## src/rtl/cart_rtc_pkg.sv

```systemverilog
package cart_rtc_pkg;

  localparam int FLD_SEC = 0;
  localparam int FLD_MIN = 1;
  localparam int FLD_HR  = 2;
  localparam int FLD_DLO = 3;
  localparam int FLD_DHI = 4;

  typedef struct packed {
    logic       carry;
    logic       halt;
    logic [8:0] day;
    logic [4:0] hr;
    logic [5:0] min;
    logic [5:0] sec;
  } rtcTime_t;

  typedef struct packed {
    logic       rtcWr;
    logic [2:0] rtcField;
    logic [7:0] wrVal;
    logic       latchFire;
  } rtcStrobes_t;

endpackage

```

## src/rtl/cart_rtc_ctl.sv

```systemverilog
module cart_rtc_ctl
  import cart_rtc_pkg::*;
#(
  parameter int ROM_BANKS = 128
) (
  input  logic        clk,
  input  logic        rstN,
  input  logic        busWr,
  input  logic [15:0] busAddr,
  input  logic [7:0]  busWrData,
  output rtcStrobes_t strb,
  output logic        ramEn,
  output logic [6:0]  romBank,
  output logic [3:0]  bankSel,
  output logic        rtcSel
);

  logic [2:0] region;
  logic [7:0] latchPrev;
  logic [6:0] romNz;
  int         romMod;

  assign region = busAddr[15:13];
  assign rtcSel = (bankSel >= 4'd8) && (bankSel <= 4'd12);
  assign romNz  = (busWrData[6:0] == 7'd0) ? 7'd1 : busWrData[6:0];
  assign romMod = int'(romNz) % ROM_BANKS;

  always_comb begin
    strb.rtcWr     = busWr && (region == 3'd5) && ramEn && rtcSel;
    strb.rtcField  = 3'(bankSel - 4'd8);
    strb.wrVal     = busWrData;
    strb.latchFire = busWr && (region == 3'd3) && (latchPrev == 8'd0) && (busWrData == 8'd1);
  end

  always_ff @(posedge clk) begin
    if (!rstN) begin
      ramEn     <= 1'b0;
      romBank   <= 7'd1;
      bankSel   <= 4'd0;
      latchPrev <= 8'd0;
    end else if (busWr) begin
      case (region)
        3'd0: ramEn     <= (busWrData[3:0] == 4'hA);
        3'd1: romBank   <= 7'(romMod);
        3'd2: bankSel   <= busWrData[3:0];
        3'd3: latchPrev <= busWrData;
        default: ;
      endcase
    end
  end


  ram_en_rise_chk: assert property (@(posedge clk) disable iff (!rstN)
    $rose(ramEn) |-> ($past(busWr) && $past(busAddr[15:13]) == 3'd0 && $past(busWrData[3:0]) == 4'hA));


  rom_bank_load_chk: assert property (@(posedge clk) disable iff (!rstN)
    (busWr && region == 3'd1 && busWrData[6:0] != 7'd0 && int'(busWrData[6:0]) < ROM_BANKS)
      |=> romBank == $past(busWrData[6:0]));

endmodule

```

## src/rtl/cart_rtc_time.sv

```systemverilog
module cart_rtc_time
  import cart_rtc_pkg::*;
(
  input  logic        clk,
  input  logic        rstN,
  input  logic        secTick,
  input  rtcStrobes_t strb,
  input  logic [2:0]  rdField,
  output logic [7:0]  snapByte
);

  rtcTime_t live, snap, tickd, nxt;

  always_comb begin
    tickd = live;
    if (secTick && !live.halt) begin
      if (live.sec >= 6'd59) begin
        tickd.sec = 6'd0;
        if (live.min >= 6'd59) begin
          tickd.min = 6'd0;
          if (live.hr >= 5'd23) begin
            tickd.hr = 5'd0;
            tickd.day = live.day + 9'd1;
            if (live.day == 9'd511) tickd.carry = 1'b1;
          end else begin
            tickd.hr = live.hr + 5'd1;
          end
        end else begin
          tickd.min = live.min + 6'd1;
        end
      end else begin
        tickd.sec = live.sec + 6'd1;
      end
    end
  end

  always_comb begin
    nxt = tickd;
    if (strb.rtcWr) begin
      case (int'(strb.rtcField))
        FLD_SEC: nxt.sec = strb.wrVal[5:0];
        FLD_MIN: nxt.min = strb.wrVal[5:0];
        FLD_HR:  nxt.hr  = strb.wrVal[4:0];
        FLD_DLO: nxt.day[7:0] = strb.wrVal;
        FLD_DHI: begin
          nxt.day[8] = strb.wrVal[0];
          nxt.halt   = strb.wrVal[6];
          nxt.carry  = strb.wrVal[7];
        end
        default: ;
      endcase
    end
  end

  always_ff @(posedge clk) begin
    if (!rstN) begin
      live <= '0;
      snap <= '0;
    end else begin
      live <= nxt;
      if (strb.latchFire) snap <= live;
    end
  end

  always_comb begin
    case (int'(rdField))
      FLD_SEC: snapByte = {2'b00, snap.sec};
      FLD_MIN: snapByte = {2'b00, snap.min};
      FLD_HR:  snapByte = {3'b000, snap.hr};
      FLD_DLO: snapByte = snap.day[7:0];
      FLD_DHI: snapByte = {snap.carry, snap.halt, 5'b00000, snap.day[8]};
      default: snapByte = 8'hFF;
    endcase
  end


  snap_hold_chk: assert property (@(posedge clk) disable iff (!rstN)
    !strb.latchFire |=> $stable(snap));


  sec_range_chk: assert property (@(posedge clk) disable iff (!rstN)
    (live.sec < 6'd60 && !strb.rtcWr) |=> live.sec < 6'd60);


  carry_sticky_chk: assert property (@(posedge clk) disable iff (!rstN)
    (live.carry && !(strb.rtcWr && int'(strb.rtcField) == FLD_DHI)) |=> live.carry);


  halt_freeze_chk: assert property (@(posedge clk) disable iff (!rstN)
    (live.halt && !strb.rtcWr) |=> $stable(live));

endmodule

```

## src/rtl/cart_rtc_ctrl.sv

```systemverilog
module cart_rtc_ctrl
  import cart_rtc_pkg::*;
#(
  parameter int ROM_BANKS = 128
) (
  input  logic        clk,
  input  logic        rstN,
  input  logic        busWr,
  input  logic [15:0] busAddr,
  input  logic [7:0]  busWrData,
  input  logic        secTick,
  output logic [7:0]  rdData,
  output logic        ramAccess,
  output logic [3:0]  ramBank,
  output logic [6:0]  romBank
);

  rtcStrobes_t strb;
  logic        ramEn;
  logic        rtcSel;
  logic [3:0]  bankSel;
  logic [7:0]  snapByte;

  cart_rtc_ctl #(.ROM_BANKS(ROM_BANKS)) u_ctl (
    .clk(clk), .rstN(rstN), .busWr(busWr), .busAddr(busAddr),
    .busWrData(busWrData), .strb(strb), .ramEn(ramEn),
    .romBank(romBank), .bankSel(bankSel), .rtcSel(rtcSel)
  );

  cart_rtc_time u_time (
    .clk(clk), .rstN(rstN), .secTick(secTick), .strb(strb),
    .rdField(3'(bankSel - 4'd8)), .snapByte(snapByte)
  );

  assign rdData    = (ramEn && rtcSel) ? snapByte : 8'hFF;
  assign ramAccess = ramEn && !rtcSel;
  assign ramBank   = bankSel;

endmodule

```

## config.mk

```make
export PLATFORM = sky130hd
export DESIGN_NAME = cart_rtc_ctrl
export DESIGN_NICKNAME = d
export VERILOG_FILES = /design/src/rtl/cart_rtc_pkg.sv /design/src/rtl/cart_rtc_ctl.sv /design/src/rtl/cart_rtc_time.sv /design/src/rtl/cart_rtc_ctrl.sv
export SDC_FILE = /design/constraint.sdc
export NUM_CORES = 1
export LEC_CHECK = 0
export ABC_AREA = 0
export BUFFER_PORTS_ARGS = -buffer_cell sky130_fd_sc_hd__buf_4
export CAP_MARGIN = 25
export CELL_PAD_IN_SITES_DETAIL_PLACEMENT = 1
export CELL_PAD_IN_SITES_GLOBAL_PLACEMENT = 1
export CORE_ASPECT_RATIO = 0.8
export CORE_MARGIN = 2
export CORE_UTILIZATION = 48
export CTS_CLUSTER_SIZE = 8
export DETAILED_ROUTE_END_ITERATION = 6
export GPL_TIMING_DRIVEN = 0
export MAX_ROUTING_LAYER = met4
export PLACE_DENSITY_LB_ADDON = 0.05
export SLEW_MARGIN = 15
export SYNTH_ARGS = -nofsm -noshare
export SYNTH_HDL_FRONTEND = slang
export SYNTH_SLANG_ARGS = --single-unit
```

## constraint.sdc

```tcl
create_clock -name clk -period 5.3 [get_ports clk]
set_input_delay 0.53 -clock clk [delete_from_list [all_inputs] [get_ports clk]]
set_output_delay 0.53 -clock clk [all_outputs]
set_load 0.01 [all_outputs]
```

==> insert_results.sql, run 1 <==
INSERT INTO impl_metrics (metric_group, metric, value, unit) VALUES
('setup_path', 'required', '4.77', 'ns'),
('drt', 'iteration_count_of_the_initial_detailed_routing_pass', '4', ''),
('placed_design', 'dp_hpwl', '8480', 'µm'),
('power_and_ir_drop', 'share_comb_of_total_power', '0.066', ''),
('sta', 'tightest_slew', '0.963', 'ns'),
('sta', 'worst_slew_margin_rel', '0.357', ''),
('cts', 'cts_buffers', '9', ''),
('sta', 'final.setup.worst_slack', '2.74', 'ns'),
('cts', 'clock-root-buffer', 'sky130_fd_sc_hd__clkbuf_8', ''),
('min_path', 'hold_path.class', 'in2reg', ''),
('drt', 'detail_route.vias_per_cell', '5.98', ''),
('yosys', 'postSynthNetCount', '455', ''),
('finish', 'final_layout_size_suffix_gt1_frac', '0.150', ''),
('setup_path', 'crit_fanout', '10', ''),
('finish', 'layout.cells.most_common', 'sky130_fd_sc_hd__dfxtp_1', ''),
('finish', 'layout.core_utilization', '0.560', ''),
('sta', 'final_hold_viol_count', '0', ''),
('sta', 'grt_setup_unrepaired', 'no', ''),
('power_and_ir_drop', 'share_clk_of_total_power', '0.386', ''),
('setup_path', 'crit_path_cell_trace', 'buf_2 > mux2_2 > a22oi_1 > o21ai_0 > buf_4', ''),
('cts', 'clk_path_buf_depth', '2', ''),
('setup_path', 'path_buf_inv', '2', ''),
('yosys', 'post_synth_inst_count', '422', ''),
('placed_design', 'pre_cts_slack', '2.93', 'ns'),
('setup_path', 'start_kind', 'flop', ''),
('die', 'floorplan.initialDensity', '0.492', ''),
('cts', 'postCtsSetupBuffers', '0', ''),
('yosys', 'post_synth_design_cell_area', '3880', 'µm²'),
('drt', 'final_antenna_net_count', '0', ''),
('power_and_ir_drop', 'net-switching-power', '276', 'µW'),
('yosys', 'fraction_of_the_mapped_netlist_area_in_compound_gates', '0.162', ''),
('job', 'maxCapViolCount', '0', ''),
('status', 'status', 'complete, no violations', ''),
('power_and_ir_drop', 'cellInternalPower', '782', 'µW'),
('power_and_ir_drop', 'seqPwrFrac', '0.548', ''),
('sta', 'setup-tns-final', '0', 'ns'),
('placed_design', 'routabilityCongestion', '0.884', ''),
('finish', 'syn_to_final_growth', '13.7', '%'),
('sta', 'finalSetupViolations', '0', ''),
('finish', 'layout.cells.most_common_list', '76 x sky130_fd_sc_hd__dfxtp_1, 47 x sky130_fd_sc_hd__mux2i_1, 43 x sky130_fd_sc_hd__nand2_1', ''),
('sta', 'finalCritPeriodShare', '0.484', ''),
('yosys', 'ys_warn_count', '0', ''),
('yosys', 'post_synthesis_share_of_cell_area_spent_on_and_or_nand_and_nor_gates', '0.227', ''),
('setup_path', 'setup_cp_type', 'reg2out', ''),
('setup_path', 'critPathTopFamily', 'buffers and inverters', ''),
('cts', 'cts_resized', '0', ''),
('die', 'core_area', '7870', 'µm²'),
('yosys', 'synth_top_flop_cell', 'sky130_fd_sc_hd__dfxtp_1', ''),
('die', 'floorplan.die_area', '8820', 'µm²'),
('global_route', 'number_of_antenna_violations_at_the_first_check_in_global_routing', '0', ''),
('drt', 'finalWirelength', '12000', 'µm'),
('die', 'die-height', '84.4', 'µm'),
('yosys', 'synth_top_family_by_area', 'simple AND/OR/NAND/NOR gates', ''),
('drt', 'drt_first_iter_violations', '158', ''),
('finish', 'antenna_cells', '0', ''),
('sta', 'finalClockSkew', '0.0115', 'ns'),
('power_and_ir_drop', 'switching_power_as_a_share_of_total_power', '0.261', ''),
('yosys', 'average_instance_area_after_synthesis', '9.19', 'µm²'),
('setup_path', 'critical_path_arrival', '2.03', 'ns'),
('global_route', 'maximum_number_of_pins_on_one_net_before_global_route_repair', '14', ''),
('yosys', 'count_of_unique_library_cells_instantiated_by_yosys', '59', ''),
('yosys', 'synth_xor_xnor_area_share', '0.0158', ''),
('yosys', 'post_synth_main_area_contributors', 'sky130_fd_sc_hd__dfxtp_1 39%, sky130_fd_sc_hd__mux2i_1 12%, sky130_fd_sc_hd__nor2b_1 6.6%, sky130_fd_sc_hd__nand2_1 4.2%, sky130_fd_sc_hd__o21ai_0 3.5%', ''),
('placed_design', 'portBuffers', '29', ''),
('cts', 'cts_hold_repair.buffers', '0', ''),
('setup_path', 'timing.critical_path.to_type', 'primary output', ''),
('sta', 'max_freq', '390', 'MHz'),
('global_route', 'grt_pass1_wl', '19300', 'µm'),
('power_and_ir_drop', 'ir_worst_vdd', '0.146', 'mV'),
('global_route', 'groute.usage.overall', '0.291', ''),
('drt', 'route.vias.total', '3436', '');
[worst paths after layout]
check,start,endpoint,slack (ns),cells past startpoint
worst max-delay path,u_ctl.bankSel[1],rdData[5],2.74,5
worst min-delay path,busWrData[7],u_ctl.latchPrev[7],0.46,3
worst max register to register,u_time.live[0],u_time.live[18],3.00,6
worst min register to register,u_ctl.latchPrev[1],u_ctl.latchPrev[1],0.47,2
[power by group through the flow]
| stage | Sequential [µW] | Combinational [µW] | Clock (µW) |
|---|---|---|---|
| 6_report | 579 | 69.7 | 409 |
| 5_1_grt | 580 | 75.3 | 437 |
| 4_1_cts | 579 | 69.2 | 414 |
| 3_5_place_dp | 592 | 68.6 | 0 |
| 3_3_place_gp | 592 | 66.4 | 0 |
| 2_1_floorplan | 592 | 37.9 | 0 |
[cells in the mapped netlist, drive strengths merged, types with 5 or more instances]
cell and count:
dfxtp 76, nand2 43, nor2 12, o22ai 9
a31oi 12, o21ai 27, buf 14, nor4 6
a21boi 10, ha 5, clkbuf 18, a21oi 10
nor2b 41, mux2i 47, nand3 11, nand4 11
[final cells by class]
class,count,area (µm²),share of cell area
Multi-Input combinational cell,310,2160,0.490
Sequential cell,76,1520,0.345
Timing Repair Buffer,29,218,0.0494
Buffer,32,181,0.0412
Clock buffer,10,138,0.0312
Tap cell,108,135,0.0307
Clock inverter,6,40.0,0.00908
Inverter,4,15.0,0.00341
[kinds of logic after synthesis]
| family | Yosys count |
|---|---|
| AND/OR/NAND/NOR | 153 |
| AO/OA/AOI/OAI | 95 |
| flip-flops | 76 |
| multiplexers | 50 |
| buffers and inverters | 36 |
| XOR/XNOR | 7 |
| adder cells (fa/ha/maj) | 5 |
[state kept, by name (all words and copies together) (netlist names)]
signal           count
u_ctl.ramEn          1
u_time.live         28
u_ctl.romBank        7
u_ctl.bankSel        4
u_ctl.latchPrev      8
u_time.snap         28
[metal layers]
layer  track usage  part of all wire  vias up
met1         0.375              0.45     1709
met2         0.474              0.48       85
li1              -                 -     1623
met3        0.0598             0.046       19
met4        0.0663             0.017        0
met5             -                 0        -
[tightest hold or removal path: stages]
cell,delay (ns)
sky130_fd_sc_hd__buf_4,0.14
sky130_fd_sc_hd__nand2_1,0.05
sky130_fd_sc_hd__a21boi_0,0.06
[per-stage QoR]
step                cell area [µm²]  power [µW]  hold WS, ns  std cells
finish                         4410        1060        0.463        575
global route                   4410        1090        0.470        575
CTS                            4410        1060        0.463        575
detailed placement             4230         661        0.465        559
global placement               4230         659        0.446        559
floorplan                      3880         630        0.438        422
Power figures use the tool's default switching activity.
==> run 2: changes to the inputs <==
--- a/config.mk
+++ b/config.mk
@@ -5,14 +5,14 @@
 export SDC_FILE = /design/constraint.sdc
 export NUM_CORES = 1
 export LEC_CHECK = 0
-export ABC_AREA = 0
+export ABC_AREA = 1
 export BUFFER_PORTS_ARGS = -buffer_cell sky130_fd_sc_hd__buf_4
 export CAP_MARGIN = 25
 export CELL_PAD_IN_SITES_DETAIL_PLACEMENT = 1
 export CELL_PAD_IN_SITES_GLOBAL_PLACEMENT = 1
 export CORE_ASPECT_RATIO = 0.8
 export CORE_MARGIN = 2
-export CORE_UTILIZATION = 48
+export CORE_UTILIZATION = 37
 export CTS_CLUSTER_SIZE = 8
 export DETAILED_ROUTE_END_ITERATION = 6
 export GPL_TIMING_DRIVEN = 0
==> constraint.sdc (replaced) <==
create_clock -name clk -period 2.13 [get_ports clk]
set_input_delay 0.213 -clock clk [delete_from_list [all_inputs] [get_ports clk]]
set_output_delay 0.213 -clock clk [all_outputs]
set_load 0.01 [all_outputs]
==> run 2 against run 1 <==
Compared with the run above: non-clock buffer count fell by 3; die area is 31% higher; first-iteration DRC count rose by 51%; sequential share of layout area is 2.0 points lower; cell count up 33%; power rose to 3.1 times the previous value; flip-flop and latch count unchanged; clock power grew to 4.0 times the previous value; critical endpoint is now rdData[2]; highest routed layer unchanged.
==> insert_results.sql, run 2 <==
INSERT INTO impl_metrics (metric_group, metric, value, unit) VALUES
('setup_path', 'setup_cp_type', 'reg2out', ''),
('sta', 'period_needed', '1.96', 'ns'),
('global_route', 'number_of_global_route_vias_before_repair', '3992', ''),
('drt', 'avgRoutedWirePerCell', '17.4', 'µm'),
('yosys', 'postSynthNetCount', '611', ''),
('drt', 'detail_route.vias_per_cell', '5.25', ''),
('drt', 'drt_first_iter_violations', '238', ''),
('setup_path', 'ff2ff_path_depth', '10', ''),
('yosys', 'synth_top_cells_by_count', '88 x sky130_fd_sc_hd__nand2_1, 76 x sky130_fd_sc_hd__dfxtp_1, 75 x sky130_fd_sc_hd__nor2_1', ''),
('min_path', 'hold_path.class', 'in2reg', ''),
('global_route', 'maximum_number_of_pins_on_one_net_before_global_route_repair', '16', ''),
('cts', 'postCtsSetupBuffers', '0', ''),
('status', 'status', 'complete, no violations', ''),
('power_and_ir_drop', 'ir_worst_vdd', '0.462', 'mV'),
('finish', 'final_layout_size_suffix_gt1_frac', '0.144', ''),
('finish', 'nets', '651', ''),
('yosys', 'synth_largest_area_cell', 'sky130_fd_sc_hd__dfxtp_1', ''),
('die', 'die_width', '120', 'µm'),
('die', 'io_pins', '48', ''),
('yosys', 'post_synth_inst_count', '578', ''),
('yosys', 'average_instance_area_after_synthesis', '6.85', 'µm²'),
('die', 'core_area', '10300', 'µm²'),
('yosys', 'ys_warn_count', '0', ''),
('drt', 'final_antenna_net_count', '0', ''),
('cts', 'clock-root-buffer', 'sky130_fd_sc_hd__clkbuf_16', ''),
('sta', 'max_freq', '509', 'MHz'),
('cts', 'clk_path_buf_depth', '2', ''),
('yosys', 'synth_edf_count', '0', ''),
('sta', 'finalCritPeriodShare', '0.922', ''),
('finish', 'syn_to_final_growth', '18.0', '%'),
('cts', 'htree_levels', '3', ''),
('cts', 'cts_buffers', '9', ''),
('job', 'maxCapViolCount', '0', ''),
('yosys', 'share_of_the_synthesized_area_in_the_top_cell_type', '0.384', ''),
('global_route', 'number_of_antenna_violations_at_the_first_check_in_global_routing', '0', ''),
('setup_path', 'critical_path_arrival', '1.75', 'ns'),
('yosys', 'postSynth.asyncResetShare', '0', ''),
('yosys', 'count_of_unique_library_cells_instantiated_by_yosys', '37', ''),
('global_route', 'grt_remaining_overflow', '0', ''),
('sta', 'final.setup.worst_slack', '0.166', 'ns'),
('cts', 'tritoncts', 'yes', ''),
('sta', 'finalSetupViolations', '0', ''),
('setup_path', 'crit_fanout', '7', ''),
('global_route', 'groute.usage.overall', '0.253', ''),
('finish', 'antenna_cells', '0', ''),
('sta', 'final_hold_viol_count', '0', ''),
('cts', 'cts_hold_repair.buffers', '0', ''),
('sta', 'setup-tns-final', '0', 'ns'),
('die', 'die-height', '96.5', 'µm'),
('setup_path', 'timing.critical_path.to_type', 'primary output', ''),
('placed_design', 'portBuffers', '29', ''),
('yosys', 'synth_top_flop_cell', 'sky130_fd_sc_hd__dfxtp_1', ''),
('die', 'rows', '33', ''),
('drt', 'iteration_count_of_the_initial_detailed_routing_pass', '4', ''),
('cts', 'worst_skew_pair.late_latency', '0.35', 'ns'),
('global_route', 'grt_pass1_wl', '21500', 'µm'),
('finish', 'reg_top3', 'u_time.live: 28 flops, u_time.snap: 28 flops, u_ctl.latchPrev: 8 flops', ''),
('sta', 'finalClockSkew', '0.00729', 'ns'),
('drt', 'route.vias.total', '4004', ''),
('finish', 'layout.cells.most_common_list', '88 x sky130_fd_sc_hd__nand2_1, 76 x sky130_fd_sc_hd__dfxtp_1, 74 x sky130_fd_sc_hd__nor2_1, 74 x sky130_fd_sc_hd__o21ai_0, 65 x sky130_fd_sc_hd__inv_1', ''),
('sta', 'tightest_slew', '1.02', 'ns'),
('sta', 'grt_setup_unrepaired', 'no', ''),
('yosys', 'post_synth_main_area_contributors', 'sky130_fd_sc_hd__dfxtp_1 38%, sky130_fd_sc_hd__o21ai_0 9.3%, sky130_fd_sc_hd__nand2_1 8.3%, sky130_fd_sc_hd__a21oi_1 7.2%, sky130_fd_sc_hd__nor2_1 7.1%', ''),
('placed_design', 'postPlaceCellArea', '4350', 'µm²'),
('yosys', 'synth_seq_cells', '76', ''),
('cts', 'clkSlewWorstSetupHoldPaths', '0.07', 'ns'),
('power_and_ir_drop', 'pwr_density_cell', '704', 'nW/µm²'),
('yosys', 'synth_most_common_cell', 'sky130_fd_sc_hd__nand2_1', ''),
('placed_design', 'dp_hpwl', '9970', 'µm'),
('min_path', 'min_delay_path_depth', '3', ''),
('sta', 'worst_slew_margin_rel', '0.314', ''),
('finish', 'stdcell_area', '4670', 'µm²'),
('yosys', 'synth_seq_area_share', '0.384', ''),
('drt', 'finalWirelength', '13200', 'µm'),
('die', 'floorplan.initialDensity', '0.384', ''),
('placed_design', 'routabilityCongestion', '0.874', ''),
('setup_path', 'required', '1.92', 'ns'),
('die', 'floorplan.die_area', '11600', 'µm²'),
('sta', 'maxSlewViolCount', '0', ''),
('placed_design', 'pre_cts_slack', '0.169', 'ns'),
('setup_path', 'start_kind', 'flop', ''),
('finish', 'layout.cells.most_common', 'sky130_fd_sc_hd__nand2_1', ''),
('yosys', 'post_synth_design_cell_area', '3960', 'µm²'),
('drt', 'detail_route.drc_violations', '0', ''),
('cts', 'cts.sink_count', '76', ''),
('power_and_ir_drop', 'power.static_leakage', '0.00195', 'µW');
-- run 2: cell types whose count changed in the layout (fill, tap and decap cells not counted), moves of 9 or more --
cell | before | now
sky130_fd_sc_hd__a21oi_1 | 10 | 57
sky130_fd_sc_hd__a31oi_1 | 12 | 1
sky130_fd_sc_hd__mux2i_1 | 47 | 0
sky130_fd_sc_hd__clkbuf_1 | 17 | 8
sky130_fd_sc_hd__nor2b_1 | 41 | 0
sky130_fd_sc_hd__clkbuf_16 | 0 | 9
sky130_fd_sc_hd__nor2_1 | 12 | 74
sky130_fd_sc_hd__inv_1 | 4 | 65
sky130_fd_sc_hd__o21ai_0 | 27 | 74
sky130_fd_sc_hd__nand2_1 | 43 | 88
sky130_fd_sc_hd__clkbuf_8 | 10 | 0
sky130_fd_sc_hd__nand3_1 | 11 | 45
sky130_fd_sc_hd__a21boi_0 | 10 | 0
sky130_fd_sc_hd__o22ai_1 | 9 | 0
-- run 2: through the flow --
step	hold slack, ns	power (µW)	instances	util
6_report	0.180	3290	763	0.453
3_5_place_dp	0.448	1700	747	0.422
2_1_floorplan	0.348	1600	578	-
4_1_cts	0.176	3310	763	0.452
5_1_grt	0.203	3400	763	0.453
3_3_place_gp	0.436	1690	747	0.422
-- run 2: where the power goes --
part / internal (µW) / total, µW / switching (µW)
clock: 929 / 1620 / 689
sequential: 1440 / 1450 / 12.1
combinational: 70.1 / 223 / 153
-- run 2: final timing paths --
path	start	to	slack [ns]
setup / recovery	u_ctl.bankSel[0]	rdData[2]	0.17
hold / removal	busWrData[6]	u_ctl.romBank[6]	0.18
setup reg to reg	u_time.live[17]	u_time.live[25]	0.19
hold reg to reg	u_ctl.latchPrev[6]	u_ctl.latchPrev[6]	0.46
-- run 2: cells by family after synthesis --
| kind of cell | synth area share |
|---|---|
| flip-flops | 0.384 |
| AO/OA/AOI/OAI | 0.195 |
| adder cells (fa/ha/maj) | 0.0158 |
| buffers and inverters | 0.110 |
| XOR/XNOR | 0.00221 |
| AND/OR/NAND/NOR | 0.293 |
-- run 2: critical path, stage by stage, from the launching register on --
cell and delay, ns:
sky130_fd_sc_hd__dfxtp_1 0.44, sky130_fd_sc_hd__nor2_1 0.09, sky130_fd_sc_hd__nand2_1 0.07, sky130_fd_sc_hd__inv_1 0.15, sky130_fd_sc_hd__nand2_1 0.11, sky130_fd_sc_hd__nand2_1 0.06, sky130_fd_sc_hd__a221oi_1 0.23, sky130_fd_sc_hd__nand2_1 0.10
sky130_fd_sc_hd__buf_4 0.16
-- run 2: layer usage --
| layer | wire length [µm] | vias to the layer above | global-route usage |
|---|---|---|---|
| met5 | 0 | - | - |
| met4 | 104 | 0 | 0.0588 |
| met3 | 458 | 10 | 0.0399 |
| met2 | 5920 | 68 | 0.400 |
| met1 | 6770 | 1936 | 0.343 |
| li1 | - | 1990 | - |
-- run 2: cell type report --
type | count | area [µm²]
Fill cell | 1345 | 5650
Multi-Input combinational cell | 406 | 2010
Sequential cell | 76 | 1520
Inverter | 67 | 254
Clock buffer | 9 | 225
Timing Repair Buffer | 29 | 218
Buffer | 29 | 185
Tap cell | 140 | 175
Clock inverter | 7 | 83.8
-- run 2: timing repair --
action | in CTS | in global routing
hold endpoints to repair | 0 | 0
gates resized for setup | 2 | 2
endpoints found under the setup margin | 8 | 2
==> run 3: changes to the inputs <==
==> constraint.sdc (replaced) <==
create_clock -name clk -period 2.13 [get_ports clk]
set_input_delay 0.426 -clock clk [delete_from_list [all_inputs] [get_ports clk]]
set_output_delay 0.426 -clock clk [all_outputs]
set_load 0.01 [all_outputs]
==> run 3 against run 2 <==
Compared with the run above: setup slack got worse by 0.13 ns; die area unchanged; non-clock buffer count stayed put; routed wire length is 0.61% higher; global-route usage grew 0.053 points; largest power group unchanged; cell area grew 0.48%.
==> insert_results.sql, run 3 (synthesis gave the netlist of run 2 again) <==
INSERT INTO impl_metrics (metric_group, metric, value, unit) VALUES
('status', 'status', 'complete, no violations', ''),
('setup_path', 'critical_path.slowest_cell', 'sky130_fd_sc_hd__dfxtp_4', ''),
('cts', 'clk_path_buf_depth', '2', ''),
('job', 'maxCapViolCount', '0', ''),
('drt', 'drt_first_iter_violations', '239', ''),
('global_route', 'number_of_global_route_vias_before_repair', '3984', ''),
('global_route', 'grt_pass1_wl', '21600', 'µm'),
('sta', 'finalCritPeriodShare', '0.983', ''),
('die', 'core_area', '10300', 'µm²'),
('die', 'die_width', '120', 'µm'),
('cts', 'clock-root-buffer', 'sky130_fd_sc_hd__clkbuf_16', ''),
('drt', 'detail_route.vias_per_cell', '5.26', ''),
('setup_path', 'critical_path_arrival', '1.67', 'ns'),
('drt', 'route.vias.total', '4011', ''),
('die', 'floorplan.die_area', '11600', 'µm²'),
('finish', 'syn_to_final_growth', '18.5', '%'),
('global_route', 'number_of_antenna_violations_at_the_first_check_in_global_routing', '0', ''),
('finish', 'nets', '651', ''),
('placed_design', 'dp_hpwl', '9970', 'µm'),
('min_path', 'hold_path.class', 'in2reg', ''),
('setup_path', 'start_kind', 'flop', ''),
('power_and_ir_drop', 'ir_worst_vdd', '0.462', 'mV'),
('finish', 'area_of_combinational_cells_with_multiple_inputs', '2020', 'µm²'),
('cts', 'clkSlewWorstSetupHoldPaths', '0.07', 'ns'),
('sta', 'finalClockSkew', '0.00773', 'ns'),
('power_and_ir_drop', 'post-layout-total-power', '3290', 'µW'),
('power_and_ir_drop', 'pwr_density_cell', '701', 'nW/µm²'),
('finish', 'layout.core_utilization', '0.455', ''),
('cts', 'cts_hold_repair.buffers', '0', ''),
('sta', 'worst_slew_margin_rel', '0.299', ''),
('drt', 'routed-wl-met3', '447', 'µm'),
('global_route', 'maximum_number_of_pins_on_one_net_before_global_route_repair', '16', ''),
('setup_path', 'critPathMaxStageDelay', '0.37', 'ns'),
('placed_design', 'routabilityCongestion', '0.874', ''),
('finish', 'reg_top3', 'u_time.live: 28 flops, u_time.snap: 28 flops, u_ctl.latchPrev: 8 flops', ''),
('drt', 'iteration_count_of_the_initial_detailed_routing_pass', '4', ''),
('cts', 'cts_buffers', '9', ''),
('cts', 'cts.sink_count', '76', ''),
('sta', 'worst_hold_margin', '0.394', 'ns'),
('setup_path', 'required', '1.70', 'ns'),
('sta', 'grt_setup_unrepaired', 'yes', ''),
('finish', 'finalNonFillerCells', '763', ''),
('power_and_ir_drop', 'power.static_leakage', '0.00195', 'µW'),
('placed_design', 'placed_cells_incl_taps', '747', ''),
('setup_path', 'crit_path_cell_trace', 'o21ai_2 > nand2_2 > nor2_4 > nand4_1 > buf_4', ''),
('sta', 'final_hold_viol_count', '0', ''),
('setup_path', 'setup_cp_type', 'reg2out', ''),
('die', 'die-height', '96.5', 'µm'),
('die', 'floorplan.initialDensity', '0.384', ''),
('finish', 'layout.cells.most_common_list', '87 x sky130_fd_sc_hd__nand2_1, 74 x sky130_fd_sc_hd__nor2_1, 74 x sky130_fd_sc_hd__o21ai_0', ''),
('sta', 'finalSetupViolations', '0', ''),
('drt', 'wirelength_met1', '6800', 'µm'),
('cts', 'postCtsSetupBuffers', '0', ''),
('finish', 'antenna_cells', '0', ''),
('finish', 'sequential_cell_area', '1530', 'µm²'),
('setup_path', 'timing.critical_path.to_type', 'primary output', ''),
('sta', 'maxSlewViolCount', '0', ''),
('placed_design', 'portBuffers', '29', ''),
('global_route', 'groute.usage.overall', '0.253', ''),
('finish', 'fill_cells', '1341', ''),
('setup_path', 'crit_fanout', '8', ''),
('drt', 'met2_routed_wirelength', '5990', 'µm'),
('drt', 'finalWirelength', '13300', 'µm'),
('die', 'io_pins', '48', ''),
('finish', 'layout.cells.most_common', 'sky130_fd_sc_hd__nand2_1', ''),
('global_route', 'grt_remaining_overflow', '0', ''),
('cts', 'tritoncts', 'yes', ''),
('sta', 'tightest_slew', '1.04', 'ns'),
('cts', 'htree_levels', '3', ''),
('drt', 'avgRoutedWirePerCell', '17.5', 'µm'),
('drt', 'final_antenna_net_count', '0', ''),
('die', 'rows', '33', ''),
('drt', 'detail_route.drc_violations', '0', ''),
('sta', 'max_freq', '478', 'MHz'),
('drt', 'dr.max_layer_used', 'met4', ''),
('finish', 'final_layout_size_suffix_gt1_frac', '0.161', ''),
('cts', 'worst_skew_pair.late_latency', '0.35', 'ns'),
('sta', 'period_needed', '2.09', 'ns');
==> run 3: cell type report <==
cell class,instances,share of cell area
clock buffer,9,0.0480
tap,140,0.0373
timing repair buffer,29,0.0464
sequential,76,0.325
clock inverter,7,0.0179
multi-input combinational,406,0.431
buffer,29,0.0394
inverter,67,0.0546
==> run 3: per-stage QoR <==
step / TNS, ns / area [µm²] / setup WS (ns)
CTS: 0 / 4690 / 0.0192
global placement: 0 / 4350 / 0.0330
global route: -0.0360 / 4700 / -0.0342
detailed placement: -0.0140 / 4350 / -0.0140
floorplan: 0 / 3960 / 0.535
finish: 0 / 4700 / 0.0372
==> run 3: worst paths after layout <==
kind | to | slack [ns] | startpoint | cells past startpoint
setup / recovery | rdData[3] | 0.04 | u_ctl.bankSel[0] | 5
hold / removal | u_ctl.romBank[6] | 0.39 | busWrData[6] | 3
setup reg to reg | u_time.live[25] | 0.18 | u_time.live[17] | 10
hold reg to reg | u_ctl.latchPrev[6] | 0.46 | u_ctl.latchPrev[6] | 2
==> run 3: layer usage <==
layer / global-route usage / vias up
met3: 0.0399 / 10
met5: - / -
met1: 0.344 / 1937
met4: 0.0588 / 0
li1: - / 1990
met2: 0.402 / 74
==> run 3: critical path: cells and delay by family, from the launching register on <==
| kind | cells | cell delay (ns) |
|---|---|---|
| and+or+nand+nor | 3 | 0.57 |
| DFF | 1 | 0.37 |
| AOI/OAI and AO/OA | 1 | 0.21 |
| buffers and inverters | 1 | 0.18 |
==> run 3: power breakdown <==
group	leakage, µW	total, µW	switching [µW]	internal (µW)
Combinational	0.00118	225	154	70.5
Clock	0.000149	1620	687	929
Sequential	0.000615	1450	12.4	1440
Total	0.00195	3290	854	2440
==> run 3: what timing repair did <==
item                                    CTS  global route
endpoints found under the setup margin    8             3
pin swaps                                 0             0
gates resized for setup                  11             4
